## src/rtl/pwm_pkg.sv

```systemverilog
package pwm_pkg;
  localparam int ADDR_W = 3;

  // control word bit positions
  localparam int EN_BIT     = 0;
  localparam int CONT_BIT   = 1;
  localparam int DPOL_BIT   = 3;
  localparam int IPOL_BIT   = 4;
  localparam int CENTER_BIT = 5;
  localparam int CLKSEL_BIT = 9;

  localparam logic [ADDR_W-1:0] ADDR_CNT    = 3'd0;
  localparam logic [ADDR_W-1:0] ADDR_PERIOD = 3'd1;
  localparam logic [ADDR_W-1:0] ADDR_DUTY   = 3'd2;
  localparam logic [ADDR_W-1:0] ADDR_CTRL   = 3'd3;
  localparam logic [ADDR_W-1:0] ADDR_STAT   = 3'd4;
  localparam logic [ADDR_W-1:0] ADDR_IEN    = 3'd5;

  // strobes from the control half to the counting datapath
  typedef struct packed {
    logic run;       // channel enabled
    logic advance;   // counter may step this cycle
    logic center;    // up/down counting
    logic dutyHigh;  // level during duty phase
    logic idleHigh;  // level while stopped
  } pwmStrobes_t;
endpackage

```

## src/rtl/pwm_ctrl.sv

```systemverilog
module pwm_ctrl
  import pwm_pkg::*;
#(
  parameter int DATA_W = 32
) (
  input  logic                clk,
  input  logic                rstN,
  input  logic                scaleTick,
  input  logic                regWr,
  input  logic [ADDR_W-1:0]   regAddr,
  input  logic [DATA_W-1:0]   regWrData,
  input  logic                periodEnd,
  output pwmStrobes_t         strobes,
  output logic [DATA_W-1:0]   periodQ,
  output logic [DATA_W-1:0]   dutyQ,
  output logic [DATA_W-1:0]   ctrlQ,
  output logic                statusQ,
  output logic                intEnQ
);
  localparam logic [DATA_W-1:0] CTRL_MASK = DATA_W'((1 << EN_BIT) | (1 << CONT_BIT) |
    (1 << DPOL_BIT) | (1 << IPOL_BIT) | (1 << CENTER_BIT) | (1 << CLKSEL_BIT));

  logic wrPeriod, wrDuty, wrCtrl, wrStat, wrIen;
  logic oneShotDone;

  always_comb begin
    wrPeriod = regWr && (regAddr == ADDR_PERIOD);
    wrDuty   = regWr && (regAddr == ADDR_DUTY);
    wrCtrl   = regWr && (regAddr == ADDR_CTRL);
    wrStat   = regWr && (regAddr == ADDR_STAT);
    wrIen    = regWr && (regAddr == ADDR_IEN);
    oneShotDone = periodEnd && !ctrlQ[CONT_BIT];
  end

  always_ff @(posedge clk) begin
    if (!rstN) begin
      periodQ <= '0;
      dutyQ   <= '0;
      ctrlQ   <= '0;
      statusQ <= 1'b0;
      intEnQ  <= 1'b0;
    end else begin
      if (wrPeriod) periodQ <= regWrData;
      if (wrDuty)   dutyQ   <= regWrData;
      // software write has priority over the hardware enable clear
      if (wrCtrl)           ctrlQ         <= regWrData & CTRL_MASK;
      else if (oneShotDone) ctrlQ[EN_BIT] <= 1'b0;
      // hardware set has priority over write-one-to-clear
      if (oneShotDone)                 statusQ <= 1'b1;
      else if (wrStat && regWrData[0]) statusQ <= 1'b0;
      if (wrIen) intEnQ <= regWrData[0];
    end
  end

  always_comb begin
    strobes.run      = ctrlQ[EN_BIT];
    strobes.advance  = ctrlQ[CLKSEL_BIT] ? scaleTick : 1'b1;
    strobes.center   = ctrlQ[CENTER_BIT];
    strobes.dutyHigh = ctrlQ[DPOL_BIT];
    strobes.idleHigh = ctrlQ[IPOL_BIT];
  end
endmodule

```

## src/rtl/pwm_core.sv

```systemverilog
module pwm_core
  import pwm_pkg::*;
#(
  parameter int DATA_W = 32
) (
  input  logic              clk,
  input  logic              rstN,
  input  pwmStrobes_t       strobes,
  input  logic [DATA_W-1:0] periodReg,
  input  logic [DATA_W-1:0] dutyReg,
  output logic [DATA_W-1:0] cntQ,
  output logic [DATA_W-1:0] actPeriod,
  output logic              periodEnd,
  output logic              pwmOut
);
  localparam int WIDE_W = DATA_W + 1;

  logic [DATA_W-1:0] actDuty;
  logic              countUp;
  logic [WIDE_W-1:0] cntInc, cntPlusDuty;
  logic              atTop, atBottom, inDuty;

  always_comb begin
    cntInc      = {1'b0, cntQ} + WIDE_W'(1);
    cntPlusDuty = {1'b0, cntQ} + {1'b0, actDuty};
    atTop       = cntInc >= {1'b0, actPeriod};
    atBottom    = (cntQ == '0);
    periodEnd   = strobes.run && strobes.advance &&
                  (strobes.center ? (!countUp && atBottom) : atTop);
    inDuty      = strobes.center ? (cntPlusDuty >= {1'b0, actPeriod})
                                 : (cntQ < actDuty);
    pwmOut      = strobes.run ? (inDuty ? strobes.dutyHigh : !strobes.dutyHigh)
                              : strobes.idleHigh;
  end

  always_ff @(posedge clk) begin
    if (!rstN) begin
      cntQ      <= '0;
      countUp   <= 1'b1;
      actPeriod <= '0;
      actDuty   <= '0;
    end else if (!strobes.run) begin
      cntQ      <= '0;
      countUp   <= 1'b1;
      actPeriod <= periodReg;
      actDuty   <= dutyReg;
    end else begin
      if (periodEnd) begin
        actPeriod <= periodReg;
        actDuty   <= dutyReg;
      end
      if (strobes.advance) begin
        if (!strobes.center) begin
          cntQ <= atTop ? '0 : cntInc[DATA_W-1:0];
        end else if (countUp) begin
          if (atTop) countUp <= 1'b0;
          else       cntQ    <= cntInc[DATA_W-1:0];
        end else begin
          if (atBottom) countUp <= 1'b1;
          else          cntQ    <= cntQ - DATA_W'(1);
        end
      end
    end
  end
endmodule

```

## src/rtl/pwm_channel.sv

```systemverilog
module pwm_channel
  import pwm_pkg::*;
#(
  parameter int DATA_W = 32
) (
  input  logic              clk,
  input  logic              rstN,
  input  logic              scaleTick,
  input  logic              regWr,
  input  logic [ADDR_W-1:0] regAddr,
  input  logic [DATA_W-1:0] regWrData,
  output logic [DATA_W-1:0] regRdData,
  output logic              pwmOut,
  output logic              irqOut
);
  pwmStrobes_t       strobes;
  logic [DATA_W-1:0] periodQ, dutyQ, ctrlQ, cntQ, actPeriod;
  logic              statusQ, intEnQ, periodEnd;

  pwm_ctrl #(.DATA_W(DATA_W)) u_ctrl (
    .clk(clk), .rstN(rstN), .scaleTick(scaleTick),
    .regWr(regWr), .regAddr(regAddr), .regWrData(regWrData),
    .periodEnd(periodEnd), .strobes(strobes),
    .periodQ(periodQ), .dutyQ(dutyQ), .ctrlQ(ctrlQ),
    .statusQ(statusQ), .intEnQ(intEnQ)
  );

  pwm_core #(.DATA_W(DATA_W)) u_core (
    .clk(clk), .rstN(rstN), .strobes(strobes),
    .periodReg(periodQ), .dutyReg(dutyQ),
    .cntQ(cntQ), .actPeriod(actPeriod),
    .periodEnd(periodEnd), .pwmOut(pwmOut)
  );

  assign irqOut = statusQ & intEnQ;

  always_comb begin
    case (regAddr)
      ADDR_CNT:    regRdData = cntQ;
      ADDR_PERIOD: regRdData = periodQ;
      ADDR_DUTY:   regRdData = dutyQ;
      ADDR_CTRL:   regRdData = ctrlQ;
      ADDR_STAT:   regRdData = {{(DATA_W-1){1'b0}}, statusQ};
      ADDR_IEN:    regRdData = {{(DATA_W-1){1'b0}}, intEnQ};
      default:     regRdData = '0;
    endcase
  end
endmodule

```

## config.mk

```make
export PLATFORM = sky130hd
export DESIGN_NAME = pwm_channel
export DESIGN_NICKNAME = d
export VERILOG_FILES = /design/src/rtl/pwm_pkg.sv /design/src/rtl/pwm_ctrl.sv /design/src/rtl/pwm_core.sv /design/src/rtl/pwm_channel.sv
export SDC_FILE = /design/constraint.sdc
export NUM_CORES = 1
export LEC_CHECK = 0
export BUFFER_PORTS_ARGS = -buffer_cell sky130_fd_sc_hd__clkbuf_2
export CAP_MARGIN = 20
export CORE_MARGIN = 2
export CORE_UTILIZATION = 60
export CTS_CLUSTER_DIAMETER = 40
export DETAILED_ROUTE_END_ITERATION = 8
export PLACE_DENSITY = 0.79
export SLEW_MARGIN = 20
export SYNTH_ARGS = -nofsm -noshare
export SYNTH_HDL_FRONTEND = slang
export SYNTH_HIERARCHICAL = 1
export SYNTH_SLANG_ARGS = --single-unit
```

## constraint.sdc

```tcl
create_clock -name clk -period 7.4 [get_ports clk]
set_input_delay 0.37 -clock clk [delete_from_list [all_inputs] [get_ports clk]]
set_output_delay 0.37 -clock clk [all_outputs]
set_load 0.1 [all_outputs]
```

# After elaboration in Yosys (flattened, before gate mapping)
# Index checks and enable logic that the tools add are counted.
[classes]
n_addsub = 3
order_cmp = 3
eq_ne = 8
n_mux = 22
bitwise_logic = 1
reduce_logical = 20
[ops]
columns = ["operator", "n"]
rows = [
  ["$mux W32", 9],
  ["$pmux W32 S6", 1],
  ["$ge A33 B32 Y1", 2],
  ["$add A32 B1 Y33 const B", 1],
  ["$add A32 B32 Y33", 1],
  ["$logic_not A32 Y1", 1],
  ["$lt A32 B32 Y1", 1],
  ["$sub A32 B1 Y32 const B", 1],
  ["$mux W1", 12],
  ["$logic_and A1 B1 Y1", 10],
  ["$eq A3 B2 Y1 const B", 2],
  ["$eq A3 B3 Y1 const B", 2],
  ["$reduce_and A2 Y1", 2],
  ["$reduce_bool A2 Y1", 2],
  ["$eq A3 B1 Y1 const B", 1],
  ["$logic_not A1 Y1", 3],
  ["$logic_not A3 Y1", 1],
  ["$ne A3 B2 Y1 const B", 1],
  ["$ne A3 B3 Y1 const B", 1],
  ["$reduce_and A3 Y1", 1],
  ["$ne A2 B1 Y1 const B", 1],
  ["$and A1 B1 Y1", 1],
]
[totals]
reg_bits = 169
out_inout_bits = 34

# Longest topological paths before layout
# Gate-level depths: netlist of run 1.
[logic_depth]
word_depth = 7
mapped_depth = 22
ltp_nobuf = 22

# Hierarchy
# Netlist of run 1, hierarchy kept.
[modules_own_cells]
columns = ["mod", "instances", "cells_per_inst", "area_each_um2", "seq_area_each_um2"]
rows = [
  ["pwm_core", 1, 1237, 9161.3, 1941.9],
  ["pwm_ctrl", 1, 314, 2800.2, 1441.4],
  ["pwm_channel", 1, 79, 1024.7, 0.0],
]

# Least setup slack after synthesis of run 1
# Ideal clock, no wire load.
[synth_timing]
path_kind = "reg-to-output"
from = "register u_core.actDuty[13]"
to = "output port pwmOut"
arrival_time_ps = 6073
slack_ps = 957
stages_incl_launch_ff = 22
cell_sequence = "dfxtp_1 -> inv_1 -> ha_1 -> clkbuf_1 -> nor4_1 -> nand3_1 -> a2111oi_0 -> o21ai_0 -> a31oi_1 -> a221oi_1 -> o22ai_1 -> nor2_1 -> xnor2_1 -> ha_1 -> o21a_1 -> o21ai_0 -> nor2_1 -> a21oi_1 -> nand3_1 -> a21oi_1 -> nor3_1 -> o31ai_1"
[synth_via]
elab_chain_len = 5
word_cells_on_any_way = 6
[synth_lines]
columns = ["element", "line", "rtl"]
rows = [
  ["from (decl)", "pwm_core.sv:18", "logic [DATA_W-1:0] actDuty;"],
  ["from (signal assigned)", "pwm_core.sv:46", "actDuty <= dutyReg;"],
  ["from (signal assigned)", "pwm_core.sv:50", "actDuty <= dutyReg;"],
  ["$add A32 B32 Y33", "pwm_core.sv:25", "cntPlusDuty = {1'b0, cntQ} + {1'b0, actDuty};"],
  ["$ge A33 B32 Y1", "pwm_core.sv:30", "inDuty = strobes.center ? (cntPlusDuty >= {1'b0, actPeriod})"],
  ["$mux W1 *", "pwm_core.sv:30", ""],
  ["$mux W1 * (2 in a row)", "pwm_core.sv:32", "pwmOut = strobes.run ? (inDuty ? strobes.dutyHigh : !strobes.dutyHigh)"],
  ["to (decl)", "pwm_channel.sv:13", "output logic pwmOut,"],
]
# Every way passes the cells marked *; elsewhere a longest branch is shown, timed or not.

# Worst setup path in the final report of run 1
[layout_timing]
from = "register u_core.cntQ[12]"
to = "output port pwmOut"
[layout_via]
elab_chain_len = 5
word_cells_on_any_way = 6
[layout_lines]
columns = ["element", "line", "rtl"]
rows = [
  ["from (decl)", "pwm_core.sv:11", "output logic [DATA_W-1:0] cntQ,"],
  ["from (signal assigned)", "pwm_core.sv:54", "cntQ <= atTop ? '0 : cntInc[DATA_W-1:0];"],
  ["from (signal assigned)", "pwm_core.sv:57", "else cntQ <= cntInc[DATA_W-1:0];"],
  ["from (signal assigned)", "pwm_core.sv:60", "else cntQ <= cntQ - DATA_W'(1);"],
  ["$add A32 B32 Y33", "pwm_core.sv:25", ""],
  ["$ge A33 B32 Y1", "pwm_core.sv:30", ""],
  ["$mux W1 *", "pwm_core.sv:30", ""],
  ["$mux W1 * (2 in a row)", "pwm_core.sv:32", ""],
]
# Marks and branches as above.

==> metrics, run 1 <==
commonest non-fill, non-tap cell in the layout dfxtp_1; initial DRC count 1296; TritonCTS Sinks 169; Final Max Tran Viols 0; Seq/Total Area, Yosys 0.2605; CTS root buf clkbuf_16; fin crit period 6.687 ns; CP Launch Type register; Post-synth ARST share 0; flops & latches, synth 169; Worst Path Required 7.03 ns; CTS Hold Buffers Added 0; Post-synth EDFFs 0; placed cells 1875; relative slew slack 0.1962; Clock Tree Buf Depth 2; largest net degree at the start of global routing 107; Slew @ Worst Pin 1.196 ns; GP Congestion 0.9639; worst skew pair latency 0.45 ns; initial core utilization 0.6139; HP Class input pin to register; Synth cell types 79; DR WL/cell 20.17 um; Core Area 21150 um^2; first-pass GRT wire length 59.59 mm; CTS resizes 0; share of layout cells above drive strength 1 0.1091; clk slew on worst S/H paths 0.08 ns; antenna violations before repair 0; DP Wirelength 27.78 mm; Critical Path AT 6.32 ns; GRT Overall Usage 0.3378; Nets 1790; PortBufs 72; final hold violation count 0; CTS tree done; post-synthesis cell count 1630; fin cells 1907; maximum VDD drop 0.0001642 V; pre-CTS setup slack 1.353 ns; Multi-input gate area 8511 um^2; Mapped Area 12990 um^2; number of fill cells 1815; vias 12360; Final setup viols 0; crit path capture type primary output; area delta synth->final 5.761%; final setup margin 0.7130 ns; num rows 53; setup TNS 0 ns; Power, Total 2.100 mW; Die X-Extent 151.1 um; clk_skew 0.02151 ns; die height 151.1 um; RSZ-0062 raised after global routing no; Pre-Repair DR Iteration Count 7; Vias/cell 6.479; Detailed Route WL 38.46 mm; ANT cells 0; ys flop type dfxtp_1; synth warn 6; Max FO, Critical Path 13; I/O pin count 73; commonest cells after routing, fill and taps aside dfxtp_1, nand3_1, nand2_1, ha_1, o21ai_0; sequential cell area 3383 um^2; DIE AREA 22840 um^2; CTS Buf Count 17; outcome complete, no violations; final worst path period share 0.9036; grt total ovfl 0; DR DRC count 0; H-tree levels 4; vias in the first global route 10960; average size of a mapped cell 7.967 um^2; Max Cap Viol 0; Final ANT Viol Nets 0; Lkg Pwr 5.695 nW; setup bufs post-CTS 0; fmax 0.1495 GHz; Setup CP Type register to primary output; PwrDens 152.9 nW/um^2
per-stage QoR:
| stage | hold WS, ns | util | area, um^2 |
|---|---|---|---|
| after global placement | 0.4438 | 0.6206 | 13130 |
| final | 0.1524 | 0.6493 | 13730 |
| after CTS | 0.1561 | 0.6493 | 13730 |
| after floorplan | 0.4360 | - | 13080 |
| after detailed placement | 0.4510 | 0.6206 | 13130 |
| after global routing | 0.1675 | 0.6493 | 13730 |
cell type report:
class,instances,area share
clock buffer,18,0.03198
clock inverter,14,0.01221
inverter,100,0.02733
multi-input combinational,1241,0.6197
sequential,169,0.2463
tap,275,0.02505
timing repair buffer,90,0.03744
cells in the mapped netlist (32+ instances only):
cell type	instances	area, um^2
xnor2_1	41	359.1
a21oi_1	66	330.3
o21ai_0	123	615.6
clkbuf_1	67	251.5
nand2_1	158	593.1
o21ai_1	65	325.3
inv_1	100	375.4
mux4_2	32	720.7
nand3_1	159	795.8
nor2_1	67	251.5
nor2b_1	43	269.0
ha_1	131	1639
dfxtp_1	169	3383
a21o_1	32	240.2
power breakdown:
| part | switching, mW | internal (mW) | leakage [nW] |
|---|---|---|---|
| clock network | 0.463 | 0.467 | 0.296 |
| registers | 0.0119 | 0.921 | 1.36 |
| logic | 0.166 | 0.0692 | 4.03 |
layer usage:
metal / vias to the layer above / GRT usage / share of wire
li1: 5783 / - / -
met1: 5760 / 0.5013 / 0.45
met2: 696 / 0.4889 / 0.42
met3: 116 / 0.05120 / 0.096
met4: 0 / 0.1374 / 0.037
met5: - / 0 / 0
flip-flops by register name (all words and copies together) (netlist names):
signal and flops:
u_ctrl/statusQ 1, u_ctrl/ctrlQ 6, u_core/actDuty 32, u_ctrl/periodQ 32, u_ctrl/intEnQ 1, u_core/actPeriod 32, u_ctrl/dutyQ 32, u_core/cntQ 32
u_core/countUp 1
cells by family (layout without fill, tap and decap cells):
group | Yosys count | after routing | synth area share
AO/OA/AOI/OAI | 411 | 411 | 0.1955
XOR/XNOR | 60 | 60 | 0.04047
adder cells (fa/ha/maj) | 132 | 132 | 0.1278
buffers and inverters | 245 | 222 | 0.09298
flip-flops | 169 | 169 | 0.2605
multiplexers | 37 | 37 | 0.05954
other | 1 | 26 | 0.0002888
AND/OR/NAND/NOR | 575 | 575 | 0.2230
worst max-delay path, stage by stage (launching register included):
cell,delay [ns]
dfxtp_1,0.56
ha_1,0.39
nor4_1,0.63
nand3_1,0.20
a2111oi_0,0.36
o21ai_0,0.29
a31oi_1,0.42
a221oi_1,0.22
o22ai_1,0.27
nor2_1,0.08
xnor2_1,0.13
ha_1,0.29
o21a_1,0.18
o21ai_0,0.28
nor2_1,0.07
a21oi_1,0.17
nand3_1,0.09
a21oi_1,0.25
nor3_1,0.08
o31ai_1,0.38
clkbuf_2,0.53
worst paths after layout:
| kind | startpoint | endpoint | slack (ns) | cells after the start |
|---|---|---|---|---|
| max | u_core/cntQ[12] | pwmOut | 0.71 | 20 |
| min | regWrData[7] | u_ctrl/periodQ[7] | 0.15 | 3 |
| max reg2reg | u_core/cntQ[8] | u_core/cntQ[5] | 1.64 | 13 |
| min reg2reg | u_core/actPeriod[28] | u_core/actPeriod[28] | 0.46 | 2 |
(Power assumes the default switching activity.)
==> run 2, diff against run 1 <==
Settings changed: REMOVE_ABC_BUFFERS set to 1.
==> metrics, run 2 (synthesis results as in run 1) <==
outcome complete, no violations; share of layout cells above drive strength 1 0.1075; GP Congestion 0.9825; maximum VDD drop 0.0001464 V; CTS Hold Buffers Added 0; worst skew pair latency 0.45 ns; Setup CP Type register to primary output; commonest cells after routing, fill and taps aside dfxtp_1, nand3_1, nand2_1, ha_1, o21ai_0; Clock Tree Buf Depth 2; relative slew slack 0.2631; DR DRC count 0; Max FO, Critical Path 12; highest routed layer met4; Core Area 21150 um^2; Worst R2R Setup Slack 1.27 ns; Worst Path Required 7.03 ns; Vias/cell 6.325; Power, Total 2.067 mW; largest net degree at the start of global routing 108; CTS Buf Count 17; fmax 0.1488 GHz; grt total ovfl 0; final worst path period share 0.9080; final setup margin 0.6808 ns; CTS root buf clkbuf_16; pre-CTS setup slack 1.364 ns; initial core utilization 0.6139; CP Cell Sequence ha_1, nor4_1, nand3_1, a2111oi_0, o21ai_0, a31oi_1, a221oi_1, o22ai_1, nor2_1, xnor2_1, ha_1, o21a_1, o21ai_0, nor2_1, a21oi_1, nand3_1, a21oi_1, nor3_1, o31ai_1, clkbuf_2; crit path capture type primary output; HP Class input pin to register; Final ANT Viol Nets 0; PwrDens 150.9 nW/um^2; CP Launch Type register; commonest non-fill, non-tap cell in the layout dfxtp_1; final hold violation count 0; Lkg Pwr 5.665 nW; DIE AREA 22840 um^2; Critical Path AT 6.35 ns; Die X-Extent 151.1 um; PortBufs 72; Nets 1786; routed wl met3 3.166 mm; Max Cap Viol 0; Slew @ Worst Pin 1.097 ns; DP Wirelength 26.17 mm; die height 151.1 um; clk_skew 0.01342 ns; Routed met2 length 16.43 mm; DR WL/cell 19.44 um; TritonCTS Sinks 169; vias in the first global route 10820; Detailed Route WL 37.00 mm; CTS resizes 0; Final Max Tran Viols 0; setup bufs post-CTS 0; cell at the slowest stage of the critical path nor4_1; initial DRC count 1365; placed cells 1870; ANT cells 0; Final setup viols 0; number of fill cells 1869; vias 12040; wl on met1 16.37 mm; RSZ-0062 raised after global routing no; Pre-Repair DR Iteration Count 6; largest stage delay on the critical path 0.69 ns; GRT Overall Usage 0.3256; fin cells 1903; num rows 53; fin crit period 6.719 ns; clk slew on worst S/H paths 0.08 ns; I/O pin count 73; CTS tree done; antenna violations before repair 0; setup TNS 0 ns; H-tree levels 4; first-pass GRT wire length 57.77 mm; area delta synth->final 5.482%
[run 2: cell types whose count changed in the layout (fill, tap and decap cells not counted), sizes merged]
cell	previous run	this run
buf	19	15
clkinv	6	4
inv	108	110
[run 2: final cells by class]
type	instances	area (um^2)	area share
clock buffer	18	429.2	0.03133
clock inverter	14	145.1	0.01060
inverter	100	375.4	0.02740
multi-input combinational	1241	8537	0.6232
sequential	169	3383	0.2470
tap	275	344.1	0.02512
timing repair buffer	86	484.2	0.03535
[run 2: where the power goes]
part	switching, mW	leakage, nW	internal, mW
Combinational	0.170	4.02	0.0704
Sequential	0.00986	1.36	0.922
Clock	0.443	0.284	0.452
Total	0.622	5.67	1.44
[run 2: final timing paths]
check                            start                    to  cells past startpoint
setup / recovery       u_core/cntQ[13]                pwmOut                     20
hold / removal           regWrData[19]    u_ctrl/periodQ[19]                      3
setup reg to reg        u_core/cntQ[5]     u_core/actDuty[9]                     17
hold reg to reg   u_core/actPeriod[12]  u_core/actPeriod[12]                      2
[run 2: worst max-delay path: cells and delay by family (launching register included)]
kind	cells	cell delay (ns)
AO/OA/AOI/OAI	10	2.74
XOR/XNOR	1	0.14
adder cells (fa/ha/maj)	2	0.69
buffers and inverters	1	0.51
flip-flops	1	0.58
AND/OR/NAND/NOR	6	1.22
[run 2: per-layer routing]
metal,vias up,global-route usage
met2,531,0.5007
met4,0,0.1061
met3,88,0.06837
met5,-,0
li1,5767,-
met1,5651,0.4572
[run 2: per-stage QoR]
stage | util | instance area, um^2 | hold slack [ns]
finish | 0.6475 | 13700 | 0.1589
global route | 0.6475 | 13700 | 0.1541
CTS | 0.6465 | 13680 | 0.1514
detailed placement | 0.6194 | 13100 | 0.4510
global placement | 0.6194 | 13100 | 0.4444
floorplan | - | 12250 | 0.4360
